### config.mk
export PLATFORM = sky130hd
export DESIGN_NAME = cfm_monitor
export DESIGN_NICKNAME = d
export VERILOG_FILES = /design/src/rtl/cfm_pkg.sv /design/src/rtl/cfm_ref_front.sv /design/src/rtl/cfm_win_counter.sv /design/src/rtl/cfm_ctrl.sv /design/src/rtl/cfm_monitor.sv
export SDC_FILE = /design/constraint.sdc
export NUM_CORES = 1
export LEC_CHECK = 0
export ABC_CLOCK_PERIOD_IN_PS = 3700
export BUFFER_PORTS_ARGS = -buffer_cell sky130_fd_sc_hd__clkbuf_2
export CAP_MARGIN = 40
export CORE_UTILIZATION = 50
export CTS_CLUSTER_DIAMETER = 200
export CTS_CLUSTER_SIZE = 12
export DETAILED_ROUTE_END_ITERATION = 10
export PLACE_DENSITY_LB_ADDON = 0.3
export SLEW_MARGIN = 20
export SYNTH_ARGS = -nofsm -noshare
export SYNTH_HDL_FRONTEND = slang
export SYNTH_HIERARCHICAL = 1
export SYNTH_SLANG_ARGS = --single-unit
### constraint.sdc
create_clock -name clk_tgt -period 3.7 [get_ports clk_tgt]
set_clock_uncertainty 0.15 [all_clocks]
set_input_delay 0.74 -clock clk_tgt [delete_from_list [all_inputs] [get_ports clk_tgt]]
set_output_delay 0.74 -clock clk_tgt [all_outputs]
set_load 0.02 [all_outputs]
### src/rtl/cfm_pkg.sv
package cfm_pkg;

    typedef enum logic [1:0] {
        ST_IDLE = 2'd0,
        ST_ARM  = 2'd1,
        ST_MEAS = 2'd2
    } cfm_state_e;

    localparam int PRESC_W = 5;

    // Index of the last kept edge within one prescaler cycle.
    function automatic logic [PRESC_W-1:0] presc_last(input logic [1:0] code);
        logic [PRESC_W-1:0] v;
        unique case (code)
            2'd0:    v = PRESC_W'(0);
            2'd1:    v = PRESC_W'(3);
            2'd2:    v = PRESC_W'(7);
            default: v = PRESC_W'(31);
        endcase
        return v;
    endfunction

endpackage

### src/rtl/cfm_ref_front.sv
module cfm_ref_front
    import cfm_pkg::*;
#(
    parameter int N_INT       = 3,
    parameter int SYNC_STAGES = 2,
    parameter int SEL_W       = $clog2(N_INT + 1)
) (
    input  logic             clk,
    input  logic             rst_n,
    input  logic             ref_ext_i,
    input  logic [N_INT-1:0] ref_int_i,
    input  logic [SEL_W-1:0] ref_sel_i,
    input  logic [1:0]       div_sel_i,
    input  logic             run_i,
    output logic             tick_o
);

    logic                   ref_mux;
    logic [SYNC_STAGES:0]   pipe_q;
    logic                   rise;
    logic [PRESC_W-1:0]     presc_q;
    logic [PRESC_W-1:0]     last;

    always_comb begin
        ref_mux = ref_ext_i;
        for (int i = 0; i < N_INT; i++) begin
            if (ref_sel_i == SEL_W'(i + 1)) ref_mux = ref_int_i[i];
        end
    end

    always_ff @(posedge clk or negedge rst_n) begin
        if (!rst_n) pipe_q <= '0;
        else        pipe_q <= {pipe_q[SYNC_STAGES-1:0], ref_mux};
    end

    assign rise = pipe_q[SYNC_STAGES-1] & ~pipe_q[SYNC_STAGES];
    assign last = presc_last(div_sel_i);

    always_ff @(posedge clk or negedge rst_n) begin
        if (!rst_n)        presc_q <= '0;
        else if (!run_i)   presc_q <= '0;
        else if (rise)     presc_q <= (presc_q >= last) ? '0 : presc_q + 1'b1;
    end

    assign tick_o = run_i & rise & (presc_q >= last);

    // edge detector on a synchronized level never fires twice in a row
    p_rise_spaced_r2: assert property (@(posedge clk) disable iff (!rst_n)
        rise |=> !rise);

    // prescaler holds no stale phase outside a measurement
    p_presc_idle_r3: assert property (@(posedge clk) disable iff (!rst_n)
        !run_i |=> presc_q == '0);

endmodule

### src/rtl/cfm_win_counter.sv
module cfm_win_counter #(
    parameter int CNT_W = 16
) (
    input  logic             clk,
    input  logic             rst_n,
    input  logic             clr_i,
    input  logic             inc_i,
    output logic [CNT_W-1:0] cap_o
);

    localparam logic [CNT_W-1:0] CNT_MAX = {CNT_W{1'b1}};

    logic [CNT_W-1:0] cnt_q;

    // Saturating successor, used both for counting and for capture.
    assign cap_o = (cnt_q == CNT_MAX) ? CNT_MAX : cnt_q + 1'b1;

    always_ff @(posedge clk or negedge rst_n) begin
        if (!rst_n)     cnt_q <= '0;
        else if (clr_i) cnt_q <= '0;
        else if (inc_i) cnt_q <= cap_o;
    end

    p_sat_hold_r5: assert property (@(posedge clk) disable iff (!rst_n)
        (inc_i && !clr_i && cnt_q == CNT_MAX) |=> cnt_q == CNT_MAX);

    p_no_wrap_r5: assert property (@(posedge clk) disable iff (!rst_n)
        (inc_i && !clr_i) |=> cnt_q >= $past(cnt_q));

endmodule

### src/rtl/cfm_ctrl.sv
module cfm_ctrl
    import cfm_pkg::*;
#(
    parameter int CNT_W = 16
) (
    input  logic             clk,
    input  logic             rst_n,
    input  logic             start_i,
    input  logic             cont_i,
    input  logic             tick_i,
    input  logic [CNT_W-1:0] cap_i,
    input  logic [CNT_W-1:0] lim_lo_i,
    input  logic [CNT_W-1:0] lim_hi_i,
    output logic             run_o,
    output logic             clr_o,
    output logic             inc_o,
    output logic             done_o,
    output logic             err_o,
    output logic [CNT_W-1:0] count_o
);

    cfm_state_e state_q, state_d;
    logic       close_win;

    assign close_win = (state_q == ST_MEAS) && tick_i;
    assign run_o     = (state_q != ST_IDLE);
    assign clr_o     = tick_i && (state_q != ST_IDLE);
    assign inc_o     = (state_q == ST_MEAS) && !tick_i;

    always_comb begin
        state_d = state_q;
        unique case (state_q)
            ST_IDLE: if (start_i) state_d = ST_ARM;
            ST_ARM:  if (tick_i)  state_d = ST_MEAS;
            ST_MEAS: if (tick_i)  state_d = cont_i ? ST_MEAS : ST_IDLE;
            default:              state_d = ST_IDLE;
        endcase
    end

    always_ff @(posedge clk or negedge rst_n) begin
        if (!rst_n) state_q <= ST_IDLE;
        else        state_q <= state_d;
    end

    always_ff @(posedge clk or negedge rst_n) begin
        if (!rst_n) begin
            done_o  <= 1'b0;
            err_o   <= 1'b0;
            count_o <= '0;
        end else begin
            done_o <= close_win;
            err_o  <= close_win && ((cap_i < lim_lo_i) || (cap_i > lim_hi_i));
            if (close_win) count_o <= cap_i;
        end
    end

    p_err_with_done_r7: assert property (@(posedge clk) disable iff (!rst_n)
        err_o |-> done_o);

    p_done_pulse_r6: assert property (@(posedge clk) disable iff (!rst_n)
        done_o |=> !done_o);

    p_start_ignored_r8: assert property (@(posedge clk) disable iff (!rst_n)
        (state_q != ST_IDLE && !tick_i) |=> state_q == $past(state_q));

    p_cont_chain_r9: assert property (@(posedge clk) disable iff (!rst_n)
        (close_win && cont_i) |=> state_q == ST_MEAS);

    p_single_stop_r10: assert property (@(posedge clk) disable iff (!rst_n)
        (close_win && !cont_i) |=> state_q == ST_IDLE);

endmodule

### src/rtl/cfm_monitor.sv
module cfm_monitor #(
    parameter int N_INT = 3,
    parameter int CNT_W = 16,
    localparam int SEL_W = $clog2(N_INT + 1)
) (
    input  logic             clk_tgt,
    input  logic             rst_n,
    input  logic             ref_ext_i,
    input  logic [N_INT-1:0] ref_int_i,
    input  logic [SEL_W-1:0] ref_sel_i,
    input  logic [1:0]       div_sel_i,
    input  logic             start_i,
    input  logic             cont_i,
    input  logic [CNT_W-1:0] lim_lo_i,
    input  logic [CNT_W-1:0] lim_hi_i,
    output logic             done_o,
    output logic             err_o,
    output logic [CNT_W-1:0] count_o
);

    logic             run;
    logic             tick;
    logic             clr;
    logic             inc;
    logic [CNT_W-1:0] cap;

    cfm_ref_front #(.N_INT(N_INT), .SYNC_STAGES(2), .SEL_W(SEL_W)) u_front (
        .clk       (clk_tgt),
        .rst_n     (rst_n),
        .ref_ext_i (ref_ext_i),
        .ref_int_i (ref_int_i),
        .ref_sel_i (ref_sel_i),
        .div_sel_i (div_sel_i),
        .run_i     (run),
        .tick_o    (tick)
    );

    cfm_win_counter #(.CNT_W(CNT_W)) u_cnt (
        .clk   (clk_tgt),
        .rst_n (rst_n),
        .clr_i (clr),
        .inc_i (inc),
        .cap_o (cap)
    );

    cfm_ctrl #(.CNT_W(CNT_W)) u_ctrl (
        .clk      (clk_tgt),
        .rst_n    (rst_n),
        .start_i  (start_i),
        .cont_i   (cont_i),
        .tick_i   (tick),
        .cap_i    (cap),
        .lim_lo_i (lim_lo_i),
        .lim_hi_i (lim_hi_i),
        .run_o    (run),
        .clr_o    (clr),
        .inc_o    (inc),
        .done_o   (done_o),
        .err_o    (err_o),
        .count_o  (count_o)
    );

endmodule

After elaboration in Yosys (flattened, before gate mapping)
Index checks and enable logic that the tools add are counted.
Storage, ports and cells
  bits in registers: 44
  input port bits: 44
  logic and storage cells: 54
Cells by class
  $add $sub $neg: 2
  magnitude comparators: 3
  eq/ne operators: 12
  mux-type cells: 15
  bitwise gates (word level): 4
  reductions and logical operators: 11
Operator list (count)
  16-bit 2-to-1 mux: 3
  16-bit by 1-bit adder with 16-bit output, second input constant: 1
  16-bit equality test, second input constant: 1
  16-bit > comparator: 1
  16-bit < comparator: 1
  5-bit 2-to-1 mux: 3
  5-bit case mux with 3 select lines: 1
  2-bit equality test, second input constant: 4
  2-bit 2-to-1 mux: 4
  2-bit by 1-bit equality test with 1-bit output, second input constant: 3
  2-bit case mux with 3 select lines: 1
  5-bit by 1-bit adder with 5-bit output, second input constant: 1
  5-bit greater-or-equal comparator: 1
  1-bit logical AND: 4
  2-bit logical NOT: 2
  2-bit by 1-bit inequality test with 1-bit output, second input constant: 2
  2-bit inequality test, second input constant: 2
  2-bit nonzero test: 2
  1-bit bitwise AND: 3
  1-bit 2-to-1 mux: 3
  3-bit AND reduction: 1
  1-bit logical NOT: 1
  1-bit logical OR: 1
  1-bit inverter: 1

Depth between registers and ports, before layout
Gate-level depths: netlist (run 1).
  word-level depth: 8
  gate-level depth with buffers: 15
  mapped depth without buffers: 13

By module
The synthesis (run 1) kept the hierarchy.
Modules (own cells, without submodules)
  cfm_ctrl: instances 1, cells an instance 191, area each 1540.2 µm²
  cfm_win_counter: instances 1, cells an instance 135, area each 1196.1 µm²
  cfm_ref_front: instances 1, cells an instance 52, area each 531.8 µm²

Worst setup path after synthesis (run 1)
No wires, ideal clock.
  kind: input to register
  start point: input div_sel_i[1]
  end point: register u_ctrl.err_o
  setup time: 82 ps
  data arrival time: 2883 ps
  required time: 3468 ps
  path slack: 585 ps
  stages on the path: 12
  path buffers: 1
  cell sequence: or2_1 > ha_1 > nor2b_2 > o21ai_2 > a21o_1 > a21oi_1 > nor2_1 > inv_1 > or2_1 > buf_6 > or4b_1 > o22ai_1
On the way
  cells in the longest elaborated chain, start to end: 6
  elaborated cells between the ends (all ways): 8
  classes of those cells: order compare: 1; eq/ne: 2; mux: 1; bitwise: 1; reduce/logical: 3
Ends and longest elaborated chain
  start, declared: RTL line cfm_monitor.sv:11  | input logic [1:0] div_sel_i,
  2-bit equality test, or another cell as far along: RTL line cfm_pkg.sv:14  | unique case (code)
  5-bit case mux with 3 select lines (*): RTL line cfm_pkg.sv:14
  5-bit greater-or-equal comparator (*): RTL line cfm_ref_front.sv:45  | assign tick_o = run_i & rise & (presc_q >= last);
  1-bit bitwise AND (*): RTL line cfm_ref_front.sv:45
  via tick: RTL line cfm_monitor.sv:22  | logic tick;
  1-bit logical AND (*): RTL line cfm_ctrl.sv:25  | assign close_win = (state_q == ST_MEAS) && tick_i;
  1-bit logical AND (*): RTL line cfm_ctrl.sv:52  | err_o <= close_win && ((cap_i < lim_lo_i) || (cap_i > lim_hi_i));
  end signal, assigned: RTL line cfm_ctrl.sv:52
  end, declared: RTL line cfm_ctrl.sv:18  | output logic err_o,
The timed path passes the listed nets; every way through them passes the cells marked *.
A chain may end at the register's enable or synchronous reset.

Worst setup path in the final report (run 1)
  start point: register u_cnt.cnt_q[0]
  end point: register u_ctrl.err_o
On the way
  cells in the longest elaborated chain, start to end: 5
  elaborated cells between the ends (all ways): 7
  classes of those cells: add/sub: 1; order compare: 2; eq/ne: 1; mux: 1; reduce/logical: 2
Ends and longest elaborated chain
  start, declared: RTL line cfm_win_counter.sv:13  | logic [CNT_W-1:0] cnt_q;
  start signal, assigned: RTL line cfm_win_counter.sv:21  | else if (inc_i) cnt_q <= cap_o;
  16-bit by 1-bit adder with 16-bit output / 16-bit equality test (equally long branches): RTL line cfm_win_counter.sv:16  | assign cap_o = (cnt_q == CNT_MAX) ? CNT_MAX : cnt_q + 1'b1;
  16-bit 2-to-1 mux (*): RTL line cfm_win_counter.sv:16
  via cap[13]: RTL line cfm_monitor.sv:25  | logic [CNT_W-1:0] cap;
  16-bit < comparator / 16-bit > comparator (equally long branches): RTL line cfm_ctrl.sv:52
  1-bit logical OR (*): RTL line cfm_ctrl.sv:52
  1-bit logical AND (*): RTL line cfm_ctrl.sv:52
Marked as above.

==> results of run 1 <==
worst register-to-register path, cell delays in order (launching register included):
cell	delay (ns)
sky130_fd_sc_hd__dfrtp_1	0.45
sky130_fd_sc_hd__ha_1	0.31
sky130_fd_sc_hd__nand3_2	0.23
sky130_fd_sc_hd__nor2_1	0.22
sky130_fd_sc_hd__nand2_1	0.25
sky130_fd_sc_hd__a31oi_1	0.43
sky130_fd_sc_hd__ha_1	0.32
sky130_fd_sc_hd__a21oi_1	0.14
sky130_fd_sc_hd__nor2b_1	0.06
sky130_fd_sc_hd__o21ai_0	0.14
sky130_fd_sc_hd__or4b_1	0.45
sky130_fd_sc_hd__o22ai_1	0.16
cell usage after synthesis, types with 2 or more instances:
cell and count:
sky130_fd_sc_hd__nand3b_1 2, sky130_fd_sc_hd__buf_6 6, sky130_fd_sc_hd__a31oi_1 13, sky130_fd_sc_hd__nand2_1 72, sky130_fd_sc_hd__xor2_1 2, sky130_fd_sc_hd__a21oi_1 19, sky130_fd_sc_hd__a21o_1 4, sky130_fd_sc_hd__nand3_1 14
sky130_fd_sc_hd__inv_1 38, sky130_fd_sc_hd__nor4_4 2, sky130_fd_sc_hd__nand2b_1 3, sky130_fd_sc_hd__a41o_1 2, sky130_fd_sc_hd__nor2b_1 4, sky130_fd_sc_hd__and4_1 5, sky130_fd_sc_hd__or2_1 2, sky130_fd_sc_hd__a2111oi_2 2
sky130_fd_sc_hd__a211oi_1 7, sky130_fd_sc_hd__xnor2_1 7, sky130_fd_sc_hd__o21bai_1 3, sky130_fd_sc_hd__nor2_1 25, sky130_fd_sc_hd__clkbuf_1 3, sky130_fd_sc_hd__and2_1 2, sky130_fd_sc_hd__o21ai_0 14, sky130_fd_sc_hd__nor3_1 8
sky130_fd_sc_hd__ha_1 38, sky130_fd_sc_hd__a311oi_1 4, sky130_fd_sc_hd__dfrtp_1 44, sky130_fd_sc_hd__buf_2 2, sky130_fd_sc_hd__nand4_1 6, sky130_fd_sc_hd__a41oi_1 3
routing by layer:
| layer | vias to the layer above | GRT usage |
|---|---|---|
| met2 | 48 | 0.368 |
| met5 | - | 0 |
| met4 | 0 | 0.0580 |
| met1 | 1346 | 0.285 |
| met3 | 4 | 0.0318 |
| li1 | 1458 | - |
flip-flops by register name (all words and copies together), names as in the netlist:
| register | cells |
|---|---|
| u_front/pipe_q | 3 |
| u_ctrl/state_q | 2 |
| u_ctrl/done_o | 1 |
| u_ctrl/err_o | 1 |
| u_cnt/cnt_q | 16 |
| u_ctrl/count_o | 16 |
| u_front/presc_q | 5 |
worst paths after layout:
check                                       start  slack (ns)                end
min in group asynchronous                   rst_n        0.27    u_cnt/cnt_q[14]
worst min register to register  u_front/pipe_q[0]        0.19  u_front/pipe_q[1]
worst max-delay path               u_cnt/cnt_q[0]        0.33       u_ctrl/err_o
worst max register to register     u_cnt/cnt_q[0]        0.33       u_ctrl/err_o
worst min-delay path            u_front/pipe_q[0]        0.19  u_front/pipe_q[1]
max in group asynchronous                   rst_n        2.61     u_cnt/cnt_q[2]
area by class of cell:
| cell class | instances | area [um2] |
|---|---|---|
| Timing Repair Buffer | 68 | 390 |
| Fill cell | 581 | 2530 |
| Tap cell | 77 | 96.3 |
| Clock inverter | 2 | 38.8 |
| Sequential cell | 44 | 1100 |
| Inverter | 39 | 146 |
| Multi-Input combinational cell | 283 | 1920 |
| Clock buffer | 6 | 82.6 |
power breakdown:
group	internal, mW	switching, mW	leakage, nW
combinational	0.183	0.213	1.42
clock	0.221	0.167	0.0614
sequential	0.526	0.0643	0.597
logic make-up (layout without fill, tap and decap cells):
kind of cell	Yosys count	after routing	share of synthesized area
AND/OR/NAND/NOR	155	155	0.240
AO/OA/AOI/OAI	79	79	0.169
buffers and inverters	51	115	0.0747
flip-flops	44	44	0.337
adder cells (fa/ha/maj)	38	38	0.145
XOR/XNOR	9	9	0.0241
multiplexers	2	2	0.00995
metrics by stage:
step	cell area, um2	worst slack (ns)	hold slack [ns]	power [mW]	util
after floorplan	3270	0.585	0.181	0.890	-
after global placement	3630	0.352	0.184	0.974	0.575
after detailed placement	3660	0.239	0.186	0.998	0.579
after CTS	3780	0.345	0.190	1.39	0.598
after global routing	3780	0.0593	0.191	1.47	0.598
final	3780	0.331	0.190	1.37	0.598
==> Implementation_results.wiki, run 1 <==
{| class="wikitable"
! Metric !! Value
|-
| Most frequent cells in the layout || sky130_fd_sc_hd__nand2_1, sky130_fd_sc_hd__clkbuf_2, sky130_fd_sc_hd__dfrtp_1
|-
| Met3 layer wire length in the routed design || 205 um
|-
| Critical-path cell list || ha_1, nand3_2, nor2_1, nand2_1, a31oi_1, ha_1, a21oi_1, nor2b_1, o21ai_0, or4b_1, o22ai_1
|-
| Leakage power || 2.08 nW
|-
| Insertion delay to the later sink of the worst-skew pair || 0.30 ns
|-
| Leading post-synthesis cells by cell area || sky130_fd_sc_hd__dfrtp_1, sky130_fd_sc_hd__ha_1, sky130_fd_sc_hd__nand2_1, sky130_fd_sc_hd__inv_1, sky130_fd_sc_hd__a21oi_1
|-
| CP Data Arrival Time || 3.45 ns
|-
| Total power per unit cell area || 364 nW/um2
|-
| CTS sink cnt || 44
|-
| Number of vias after detailed routing || 2856
|-
| Number of top-level design ports || 62
|-
| Crit. path cell count || 11
|-
| Synthesized instance count || 378
|-
| Effective utilization at floorplan || 0.518
|-
| Post-route minimum period || 3.37 ns
|-
| Result of the run || finished, final reports clean
|-
| Overall global routing resource usage || 0.215
|-
| Post-synth cell types || 52
|-
| Final Hold Fails || 0
|-
| Number of buffers added to fix hold violations after cts || 0
|-
| Fin crit share || 0.910
|-
| #FFs+latches synth || 44
|-
| Slew @ Worst Pin || 0.653 ns
|-
| Post-route ant nets || 0
|-
| Total routed wirelength || 7.03 mm
|-
| Uppermost signal routing layer after detailed routing || met4
|-
| Synth warnings || 6
|-
| WL met1 || 3.31 mm
|-
| Cell seen most often among critical-path stages || sky130_fd_sc_hd__ha_1
|-
| Most used flip-flop cell after synthesis || sky130_fd_sc_hd__dfrtp_1
|-
| Number of vias per cell || 5.50
|-
| Hold WC Path Type || flip-flop to flip-flop
|-
| # resized after CTS || 0
|-
| Routed length on met2 || 3.46 mm
|-
| Count of buffer and inverter cells on the critical path || 0
|-
| Antenna violations before repair || 0
|-
| Pre-antenna DRT Iters || 4
|-
| CORE AREA || 6310 um2
|-
| Largest fanout of any net on the critical path || 10
|-
| Total setup buffers inserted after CTS || 0
|-
| Clock transition at path regs || 0.09 ns
|-
| Critical Setup Path Class || flip-flop to flip-flop
|-
| Required time worst endpoint || 3.78 ns
|-
| Ant. Diodes || 0
|-
| Die outline width || 82.8 um
|-
| Cell type with the highest aggregate area in the netlist || sky130_fd_sc_hd__dfrtp_1
|-
| Maximum number of buffers from clock root to sink || 2
|-
| Routability-driven placement congestion ratio || 0.885
|-
| CP Launch Type || flip-flop
|-
| Peak Freq || 0.297 GHz
|-
| Worst slew slack as a fraction of its limit || 0.560
|-
| First-iteration detailed-routing DRC count || 195
|-
| Number of I/O port buffers || 61
|-
| Estimated wirelength of the detail-placed design || 5.61 mm
|-
| Post-route DRC violation count || 0
|-
| Vertical die dimension || 82.8 um
|-
| Fraction of layout cells with a size suffix above 1 || 0.215
|-
| Count of H-tree levels built during CTS || 2
|-
| Full die area || 6860 um2
|-
| Element type at the critical path end || flip-flop
|-
| First-pass GRT wire length || 12.1 mm
|-
| Share of the synthesized area in the top cell type || 0.337
|-
| Critical-path top delay cell || sky130_fd_sc_hd__dfrtp_1
|-
| Layout Area Growth over Synthesis || 15.6%
|-
| Number of enable flip-flop cells after synthesis || 0
|-
| Final setup violating endpoints || 0
|-
| Number of pins with negative max-slew slack in the final report || 0
|-
| Avg Inst Size Synth || 8.65 um2
|-
| Total grt overflow || 0
|-
| Maximum number of pins on one net before global-route repair || 26
|-
| Average wire per standard cell || 13.5 um
|-
| Highest ir drop seen on vdd || 300 uV
|-
| Number of core rows || 29
|-
| Number of cells on the worst reg-to-reg path || 11
|-
| Dpl cells || 511
|-
| Share of the yosys chip area belonging to registers || 0.337
|-
| CTS tree || yes
|-
| Number of CTS-inserted buffers || 5
|-
| Most frequent standard cell in the layout excluding fill and tap cells || sky130_fd_sc_hd__nand2_1
|-
| Total nets after synthesis || 460
|-
| Vias in the first global route || 2696
|-
| Number of violations of the max-capacitance limit || 0
|-
| Post-synthesis instance area || 3270 um2
|-
| CP top delay family || simple AND/OR/NAND/NOR gates
|-
| Final Net Count || 523
|-
| Post-Layout Cell Count || 519
|-
| Async S/R FF share, synth || 1.00
|-
| Cell chosen for the clock root || sky130_fd_sc_hd__clkbuf_8
|-
| Sum Neg Setup Slack || 0 ns
|-
| Highest cell delay on the worst timing path || 0.45 ns
|-
| Hold Path Cell Cnt || 0
|-
| RSZ-0062 raised after global routing || false
|}
Note: power is estimated with default switching activity, not from simulation.
==> run 2, diff against run 1 <==
Settings changed: CORE_ASPECT_RATIO set to 1.75, SYNTH_HIERARCHICAL 1 to unset.
==> run 2 against run 1 <==
  * Critical path depth unchanged
  * Register-to-register slack improved by 0.02 ns
  * Clock power fell by 3%
  * Critical endpoint is now u_ctrl.err_o
  * Cell area decreased by 5.5%
  * Largest power group unchanged
  * Worst setup slack better by 0.020 ns
  * Largest cell class unchanged
==> Implementation_results.wiki, run 2 <==
{| class="wikitable"
! Metric !! Value
|-
| Result of the run || finished, final reports clean (unchanged)
|-
| Number of core rows || 37 (was 29)
|-
| CP top delay family || simple AND/OR/NAND/NOR gates (unchanged)
|-
| Synthesized instance count || 313 (was 378)
|-
| Number of violations of the max-capacitance limit || 0 (unchanged)
|-
| Hold worst-path end || u_front.pipe_q[1] (was u_front/pipe_q[1])
|-
| Total setup buffers inserted after CTS || 0 (unchanged)
|-
| Fraction of layout cells with a size suffix above 1 || 0.252 (was 0.215)
|-
| Final Net Count || 462 (was 523)
|-
| Sum Neg Setup Slack || 0 ns (unchanged)
|-
| Post-Layout Cell Count || 459 (was 519)
|-
| Full die area || 6430 um2 (was 6860 um2)
|-
| Finished layout cell area || 3570 um2 (was 3780 um2)
|-
| End of the worst register-to-register path || u_ctrl.err_o (was u_ctrl/err_o)
|-
| Number of pins with negative max-slew slack in the final report || 0 (unchanged)
|-
| Storage element area || 1100 um2 (unchanged)
|-
| Leading post-synthesis cells by cell area || sky130_fd_sc_hd__dfrtp_1, sky130_fd_sc_hd__ha_1, sky130_fd_sc_hd__inv_1, sky130_fd_sc_hd__a22o_1, sky130_fd_sc_hd__mux2_2 (was sky130_fd_sc_hd__dfrtp_1, sky130_fd_sc_hd__ha_1, sky130_fd_sc_hd__nand2_1, sky130_fd_sc_hd__inv_1, sky130_fd_sc_hd__a21oi_1)
|-
| Reg power frac || 0.463 (was 0.430)
|-
| Insertion delay to the later sink of the worst-skew pair || 0.30 ns (about the same)
|-
| Largest fanout of any net on the critical path || 7 (was 10)
|-
| RSZ-0062 raised after global routing || false (unchanged)
|-
| Share of the yosys chip area belonging to registers || 0.361 (was 0.337)
|-
| Post-synth cell types || 46 (was 52)
|-
| Worst r2r src || u_cnt.cnt_q[0] (was u_cnt/cnt_q[0])
|-
| Critical Setup Path Class || flip-flop to flip-flop (unchanged)
|-
| Antenna violations before repair || 0 (unchanged)
|-
| Number of vias after detailed routing || 2611 (was 2856)
|-
| Number of buffers added to fix hold violations after cts || 0 (unchanged)
|-
| Cell chosen for the clock root || sky130_fd_sc_hd__clkbuf_8 (unchanged)
|-
| Leakage power || 1.99 nW (was 2.08 nW)
|-
| Switching part of the total power || 0.319 (was 0.323)
|-
| Dpl cells || 451 (was 511)
|-
| Number of top-level design ports || 62 (unchanged)
|-
| Synth warnings || 0 (was 6)
|-
| Number of vias per cell || 5.69 (was 5.50)
|-
| Final setup margin || 0.351 ns (was 0.331 ns)
|-
| Pre-CTS WS || 0.391 ns (was 0.239 ns)
|-
| Total power per unit cell area || 345 nW/um2 (was 364 nW/um2)
|-
| #FFs+latches synth || 44 (unchanged)
|-
| Post-route minimum period || 3.35 ns (was 3.37 ns)
|-
| Total grt overflow || 0 (unchanged)
|-
| Estimated wirelength of the detail-placed design || 5.60 mm (was 5.61 mm)
|-
| Layout Area Growth over Synthesis || 17.0% (was 15.6%)
|-
| Most frequent cells in the layout || sky130_fd_sc_hd__clkbuf_2, sky130_fd_sc_hd__dfrtp_1, sky130_fd_sc_hd__inv_1 (was sky130_fd_sc_hd__nand2_1, sky130_fd_sc_hd__clkbuf_2, sky130_fd_sc_hd__dfrtp_1)
|-
| Average wire per standard cell || 15.0 um (was 13.5 um)
|-
| Critical-path top delay cell || sky130_fd_sc_hd__dfrtp_1 (unchanged)
|-
| Net switching power of the design || 394 uW (was 444 uW)
|-
| Worst setup slack for register-to-register paths || 0.35 ns (was 0.33 ns)
|-
| Worst slew slack as a fraction of its limit || 0.488 (was 0.560)
|-
| Fin crit share || 0.905 (was 0.910)
|-
| Final setup violating endpoints || 0 (unchanged)
|-
| FILL cells || 540 (was 581)
|-
| Min-delay src || u_front.pipe_q[0] (was u_front/pipe_q[0])
|-
| Count of H-tree levels built during CTS || 2 (unchanged)
|-
| Avg Inst Size Synth || 9.75 um2 (was 8.65 um2)
|-
| Highest cell delay on the worst timing path || 0.47 ns (was 0.45 ns)
|-
| Die outline width || 61.1 um (was 82.8 um)
|-
| Cell seen most often among critical-path stages || sky130_fd_sc_hd__and3_1 (was sky130_fd_sc_hd__ha_1)
|-
| Post-route ant nets || 0 (unchanged)
|-
| Post-synthesis instance area || 3050 um2 (was 3270 um2)
|-
| Element type at the critical path end || flip-flop (unchanged)
|-
| Cell type with the highest aggregate area in the netlist || sky130_fd_sc_hd__dfrtp_1 (unchanged)
|-
| Vertical die dimension || 105 um (was 82.8 um)
|-
| Number of I/O port buffers || 61 (unchanged)
|-
| Maximum number of pins on one net before global-route repair || 26 (unchanged)
|-
| Hold Path Cell Cnt || 0 (unchanged)
|-
| CTS sink cnt || 44 (unchanged)
|-
| Fraction of power consumed by combinational cells || 0.232 (was 0.288)
|-
| Count of buffer and inverter cells on the critical path || 0 (unchanged)
|-
| Overall global routing resource usage || 0.239 (was 0.215)
|-
| Vias in the first global route || 2593 (was 2696)
|-
| Most frequently used cell type in the post-synthesis netlist || sky130_fd_sc_hd__dfrtp_1 (was sky130_fd_sc_hd__nand2_1)
|-
| Total power || 1.23 mW (was 1.37 mW)
|-
| Hold WC Path Type || flip-flop to flip-flop (unchanged)
|-
| Routability-driven placement congestion ratio || 0.827 (was 0.885)
|-
| Final Hold Fails || 0 (unchanged)
|-
| First-pass GRT wire length || 11.4 mm (was 12.1 mm)
|-
| Highest ir drop seen on vdd || 220 uV (was 300 uV)
|-
| Number of cells on the worst reg-to-reg path || 11 (unchanged)
|-
| First-iteration detailed-routing DRC count || 87 (was 195)
|-
| Maximum number of buffers from clock root to sink || 2 (unchanged)
|-
| Pre-antenna DRT Iters || 4 (unchanged)
|-
| Total routed wirelength || 6.89 mm (was 7.03 mm)
|-
| # resized after CTS || 0 (unchanged)
|-
| Most frequent standard cell in the layout excluding fill and tap cells || sky130_fd_sc_hd__clkbuf_2 (was sky130_fd_sc_hd__nand2_1)
|-
| CTS tree || yes (unchanged)
|-
| Post-route DRC violation count || 0 (unchanged)
|-
| Total nets after synthesis || 395 (was 460)
|-
| CP Launch Type || flip-flop (unchanged)
|-
| Clock Power Share || 0.305 (was 0.282)
|-
| Dpl cell area || 3460 um2 (was 3660 um2)
|-
| Required time worst endpoint || 3.78 ns (about the same)
|-
| Ant. Diodes || 0 (unchanged)
|-
| CORE AREA || 5880 um2 (was 6310 um2)
|-
| Effective utilization at floorplan || 0.519 (was 0.518)
|-
| Largest registers in the final layout || u_cnt.cnt_q: 16 flops, u_ctrl.count_o: 16 flops, u_front.presc_q: 5 flops (was u_cnt/cnt_q: 16 flops, u_ctrl/count_o: 16 flops, u_front/presc_q: 5 flops)
|-
| Slew @ Worst Pin || 0.759 ns (was 0.653 ns)
|-
| Internal power || 839 uW (was 930 uW)
|-
| CP Data Arrival Time || 3.42 ns (was 3.45 ns)
|-
| Async S/R FF share, synth || 1.00 (unchanged)
|-
| Number of enable flip-flop cells after synthesis || 0 (unchanged)
|-
| Area taken by multi-input logic gates || 1740 um2 (was 1920 um2)
|-
| Number of CTS-inserted buffers || 5 (unchanged)
|-
| Share of the synthesized area in the top cell type || 0.361 (was 0.337)
|-
| Critical-path cell list || ha_1, and3_1, and3_1, and3_1, mux2_2, ha_1, nand4_1, nor4_1, a21boi_0, nor4bb_1, o21ai_0 (was ha_1, nand3_2, nor2_1, nand2_1, a31oi_1, ha_1, a21oi_1, nor2b_1, o21ai_0, or4b_1, o22ai_1)
|-
| Most used flip-flop cell after synthesis || sky130_fd_sc_hd__dfrtp_1 (unchanged)
|-
| Peak Freq || 0.299 GHz (was 0.297 GHz)
|-
| Synth cell count leaders || sky130_fd_sc_hd__dfrtp_1, sky130_fd_sc_hd__inv_1, sky130_fd_sc_hd__ha_1 (was sky130_fd_sc_hd__nand2_1, sky130_fd_sc_hd__dfrtp_1, sky130_fd_sc_hd__ha_1, sky130_fd_sc_hd__inv_1, sky130_fd_sc_hd__nor2_1)
|-
| Clock transition at path regs || 0.09 ns (about the same)
|}
==> run 2: cells by family (layout without fill, tap and decap cells) <==
kind of cell,Yosys count,count (layout),share of synthesized area
and+or+nand+nor,88,88,0.158
DFF,44,44,0.361
muxes,19,19,0.0820
adders and majority gates,38,38,0.156
xor gates and xnor gates,6,6,0.0172
AOI/OAI and AO/OA,69,69,0.156
buffers and inverters,49,117,0.0701
==> run 2: worst max-delay path by stage <==
stage                         startpoint  slack, ns  cells after the start           end
after detailed placement  u_cnt.cnt_q[0]       0.39                     11  u_ctrl.err_o
after global placement    u_cnt.cnt_q[0]       0.41                     11  u_ctrl.err_o
after floorplan           u_cnt.cnt_q[0]       0.81                     11  u_ctrl.err_o
after CTS                 u_cnt.cnt_q[0]       0.34                     11  u_ctrl.err_o
after global routing      u_cnt.cnt_q[0]       0.06                     11  u_ctrl.err_o
final                     u_cnt.cnt_q[0]       0.35                     11  u_ctrl.err_o
==> run 2: cell type report <==
type / count / share of cell area
Multi-Input combinational cell: 220 / 0.486
Sequential cell: 44 / 0.308
Timing Repair Buffer: 67 / 0.102
Inverter: 42 / 0.0441
Tap cell: 78 / 0.0273
Clock buffer: 5 / 0.0193
Clock inverter: 3 / 0.0130
==> run 2: power groups by stage <==
stage | registers (mW) | clock network, mW | logic [mW]
after detailed placement | 0.580 | 0 | 0.285
final | 0.570 | 0.376 | 0.286
after global placement | 0.577 | 0 | 0.272
after floorplan | 0.569 | 0 | 0.191
after CTS | 0.570 | 0.383 | 0.289
after global routing | 0.575 | 0.404 | 0.328
==> run 2: routing by layer <==
metal	routed length, um	global-route usage	part of all wire
met5	0	0	0
met4	261	0.125	0.038
met3	212	0.0319	0.031
met2	3860	0.436	0.56
met1	2550	0.247	0.37
==> run 2: metrics by stage <==
| stage | util | hold slack, ns |
|---|---|---|
| 6_report | 0.607 | 0.211 |
| 2_1_floorplan | - | 0.181 |
| 5_1_grt | 0.607 | 0.230 |
| 3_5_place_dp | 0.588 | 0.188 |
| 4_1_cts | 0.607 | 0.210 |
| 3_3_place_gp | 0.583 | 0.186 |
==> run 2: worst register-to-register path: stages, from the launching register on <==
cell and delay [ns]:
sky130_fd_sc_hd__dfrtp_1 0.47, sky130_fd_sc_hd__ha_1 0.30, sky130_fd_sc_hd__and3_1 0.23, sky130_fd_sc_hd__and3_1 0.22, sky130_fd_sc_hd__and3_1 0.18, sky130_fd_sc_hd__mux2_2 0.39
sky130_fd_sc_hd__ha_1 0.33, sky130_fd_sc_hd__nand4_1 0.16, sky130_fd_sc_hd__nor4_1 0.42, sky130_fd_sc_hd__a21boi_0 0.22, sky130_fd_sc_hd__nor4bb_1 0.07, sky130_fd_sc_hd__o21ai_0 0.15
==> run 3, diff against run 2 <==
Settings changed: ABC_CLOCK_PERIOD_IN_PS 3700 to 3000.
Clock period 3.7 ns to 3 ns, I/O delays scaled along.
==> run 3 against run 2 <==
  * Flip-flop and latch count stayed put
  * Die area stayed put
  * First-iteration DRC count is 17% higher
  * Combinational power is 34% higher
  * Register-to-register slack worse by 0.20 ns
  * Clock-buffer cell count stayed put
  * Power is 18% higher
  * Non-clock buffer count is 18 higher
  * Critical path depth stayed put
  * Clock power hardly changed
  * Cell area is 4.8% higher
==> Implementation_results.wiki, run 3 (same netlist as run 2, synthesis figures left out) <==
{| class="wikitable"
! Metric !! Value
|-
| Routability-driven placement congestion ratio || 0.820 (was 0.827)
|-
| Estimated wirelength of the detail-placed design || 5.83 mm (was 5.60 mm)
|-
| Final setup margin || 0.150 ns (was 0.351 ns)
|-
| Number of violations of the max-capacitance limit || 0 (unchanged)
|-
| Antenna violations before repair || 0 (unchanged)
|-
| Die outline width || 61.1 um (unchanged)
|-
| Post-route minimum period || 2.85 ns (was 3.35 ns)
|-
| Fin crit share || 0.950 (was 0.905)
|-
| CORE AREA || 5880 um2 (unchanged)
|-
| Ant. Diodes || 0 (unchanged)
|-
| Finished layout cell area || 3740 um2 (was 3570 um2)
|-
| Pre-antenna DRT Iters || 4 (unchanged)
|-
| Cell chosen for the clock root || sky130_fd_sc_hd__clkbuf_8 (unchanged)
|-
| Result of the run || finished, final reports clean (unchanged)
|-
| Leakage power || 2.07 nW (was 1.99 nW)
|-
| Final setup violating endpoints || 0 (unchanged)
|-
| Final Net Count || 480 (was 462)
|-
| Dpl cell area || 3560 um2 (was 3460 um2)
|-
| Most frequent cells in the layout || sky130_fd_sc_hd__clkbuf_2, sky130_fd_sc_hd__dfrtp_1, sky130_fd_sc_hd__inv_1 (unchanged)
|-
| Vias in the first global route || 2633 (was 2593)
|-
| Fraction of layout cells with a size suffix above 1 || 0.318 (was 0.252)
|-
| Peak Freq || 0.351 GHz (was 0.299 GHz)
|-
| Post-route DRC violation count || 0 (unchanged)
|-
| Final Hold Fails || 0 (unchanged)
|-
| Largest fanout of any net on the critical path || 3 (was 7)
|-
| CTS tree || yes (unchanged)
|-
| Vertical die dimension || 105 um (unchanged)
|-
| Total power per unit cell area || 389 nW/um2 (was 345 nW/um2)
|-
| Total power || 1.46 mW (was 1.23 mW)
|-
| Number of CTS-inserted buffers || 5 (unchanged)
|-
| Clock transition at path regs || 0.09 ns (about the same)
|-
| Utilization after layout || 0.636 (was 0.607)
|-
| CP Data Arrival Time || 2.88 ns (was 3.42 ns)
|-
| Post-Layout Cell Count || 477 (was 459)
|-
| Element type at the critical path end || flip-flop (unchanged)
|-
| Worst slew slack as a fraction of its limit || 0.512 (was 0.488)
|-
| Most frequent standard cell in the layout excluding fill and tap cells || sky130_fd_sc_hd__clkbuf_2 (unchanged)
|-
| Maximum number of pins on one net before global-route repair || 45 (was 26)
|-
| Slew @ Worst Pin || 0.732 ns (was 0.759 ns)
|-
| First-iteration detailed-routing DRC count || 102 (was 87)
|-
| Total routed wirelength || 7.39 mm (was 6.89 mm)
|-
| Dpl cells || 467 (was 451)
|-
| Highest ir drop seen on vdd || 279 uV (was 220 uV)
|-
| Required time worst endpoint || 3.03 ns (was 3.78 ns)
|-
| Critical Setup Path Class || flip-flop to flip-flop (unchanged)
|-
| Largest registers in the final layout || u_cnt.cnt_q: 16 flops, u_ctrl.count_o: 16 flops, u_front.presc_q: 5 flops (unchanged)
|-
| Number of I/O port buffers || 61 (unchanged)
|-
| CTS sink cnt || 44 (unchanged)
|-
| Number of pins with negative max-slew slack in the final report || 0 (unchanged)
|-
| Number of vias per cell || 5.54 (was 5.69)
|-
| Hold slack final || 0.206 ns (was 0.211 ns)
|-
| Post-route ant nets || 0 (unchanged)
|-
| Number of core rows || 37 (unchanged)
|-
| Full die area || 6430 um2 (unchanged)
|-
| Sum Neg Setup Slack || 0 ns (unchanged)
|-
| Hold WC Path Type || input pin to async pin (was flip-flop to flip-flop)
|-
| Pre-CTS WS || -0.106 ns (was 0.391 ns)
|-
| Layout Area Growth over Synthesis || 22.6% (was 17.0%)
|-
| Overall global routing resource usage || 0.251 (was 0.239)
|-
| Insertion delay to the later sink of the worst-skew pair || 0.31 ns (was 0.30 ns)
|-
| Number of top-level design ports || 62 (unchanged)
|-
| Average wire per standard cell || 15.5 um (was 15.0 um)
|-
| Maximum number of buffers from clock root to sink || 2 (unchanged)
|-
| First-pass GRT wire length || 11.9 mm (was 11.4 mm)
|-
| Total grt overflow || 0 (unchanged)
|-
| Number of vias after detailed routing || 2644 (was 2611)
|-
| CP Launch Type || flip-flop (unchanged)
|-
| Count of H-tree levels built during CTS || 2 (unchanged)
|-
| Effective utilization at floorplan || 0.519 (unchanged)
|}
run 3: changes by cell type in the layout (fill, tap and decap cells not counted), moves of 3 or more:
cell,delta
sky130_fd_sc_hd__o21ai_1,+3
sky130_fd_sc_hd__buf_4,+18
sky130_fd_sc_hd__ha_1,-3
sky130_fd_sc_hd__o21ai_0,-3
run 3: critical path, stage by stage, from the launching register on:
cell	delay, ns
sky130_fd_sc_hd__dfrtp_1	0.37
sky130_fd_sc_hd__ha_2	0.19
sky130_fd_sc_hd__and3_4	0.20
sky130_fd_sc_hd__and3_4	0.18
sky130_fd_sc_hd__and3_1	0.18
sky130_fd_sc_hd__mux2_2	0.35
sky130_fd_sc_hd__ha_1	0.32
sky130_fd_sc_hd__a21oi_1	0.19
sky130_fd_sc_hd__nand2_1	0.07
sky130_fd_sc_hd__a21oi_1	0.14
sky130_fd_sc_hd__nor4bb_1	0.27
sky130_fd_sc_hd__o21ai_1	0.11
run 3: routing by layer:
layer / vias to the layer above / global-route usage / part of all wire
met4: 0 / 0.141 / 0.053
met5: - / 0 / 0
li1: 1303 / - / -
met2: 60 / 0.441 / 0.54
met3: 32 / 0.0344 / 0.024
met1: 1249 / 0.272 / 0.38
run 3: cell type report:
class	instances	area [um2]
Inverter	42	158
Tap cell	78	97.6
Fill cell	533	2140
Multi-Input combinational cell	220	1810
Clock buffer	5	68.8
Sequential cell	44	1100
Clock inverter	3	18.8
Timing Repair Buffer	85	489
run 3: report_power, final:
| group | internal [mW] | switching [mW] | total [mW] |
|---|---|---|---|
| logic | 0.161 | 0.223 | 0.384 |
| clock network | 0.163 | 0.215 | 0.377 |
| registers | 0.638 | 0.0565 | 0.694 |
run 3: timing repair:
action,in CTS,in global routing
endpoints found under the setup margin,1,1
gates resized for setup,3,18
pin swaps,1,4
setup buffers,0,2
hold buffers,0,0
run 3: path summary, 6_finish.rpt:
| check | startpoint | endpoint | slack (ns) | cells after the start |
|---|---|---|---|---|
| hold / removal | rst_n | u_ctrl.count_o[0] | 0.21 | 2 |
| setup reg to reg | u_cnt.cnt_q[0] | u_ctrl.err_o | 0.15 | 11 |
| max in group asynchronous | rst_n | u_cnt.cnt_q[10] | 2.09 | 2 |
| hold reg to reg | u_front.pipe_q[0] | u_front.pipe_q[1] | 0.21 | 0 |
| setup / recovery | u_cnt.cnt_q[0] | u_ctrl.err_o | 0.15 | 11 |
| min in group clk_tgt | u_front.pipe_q[0] | u_front.pipe_q[1] | 0.21 | 0 |
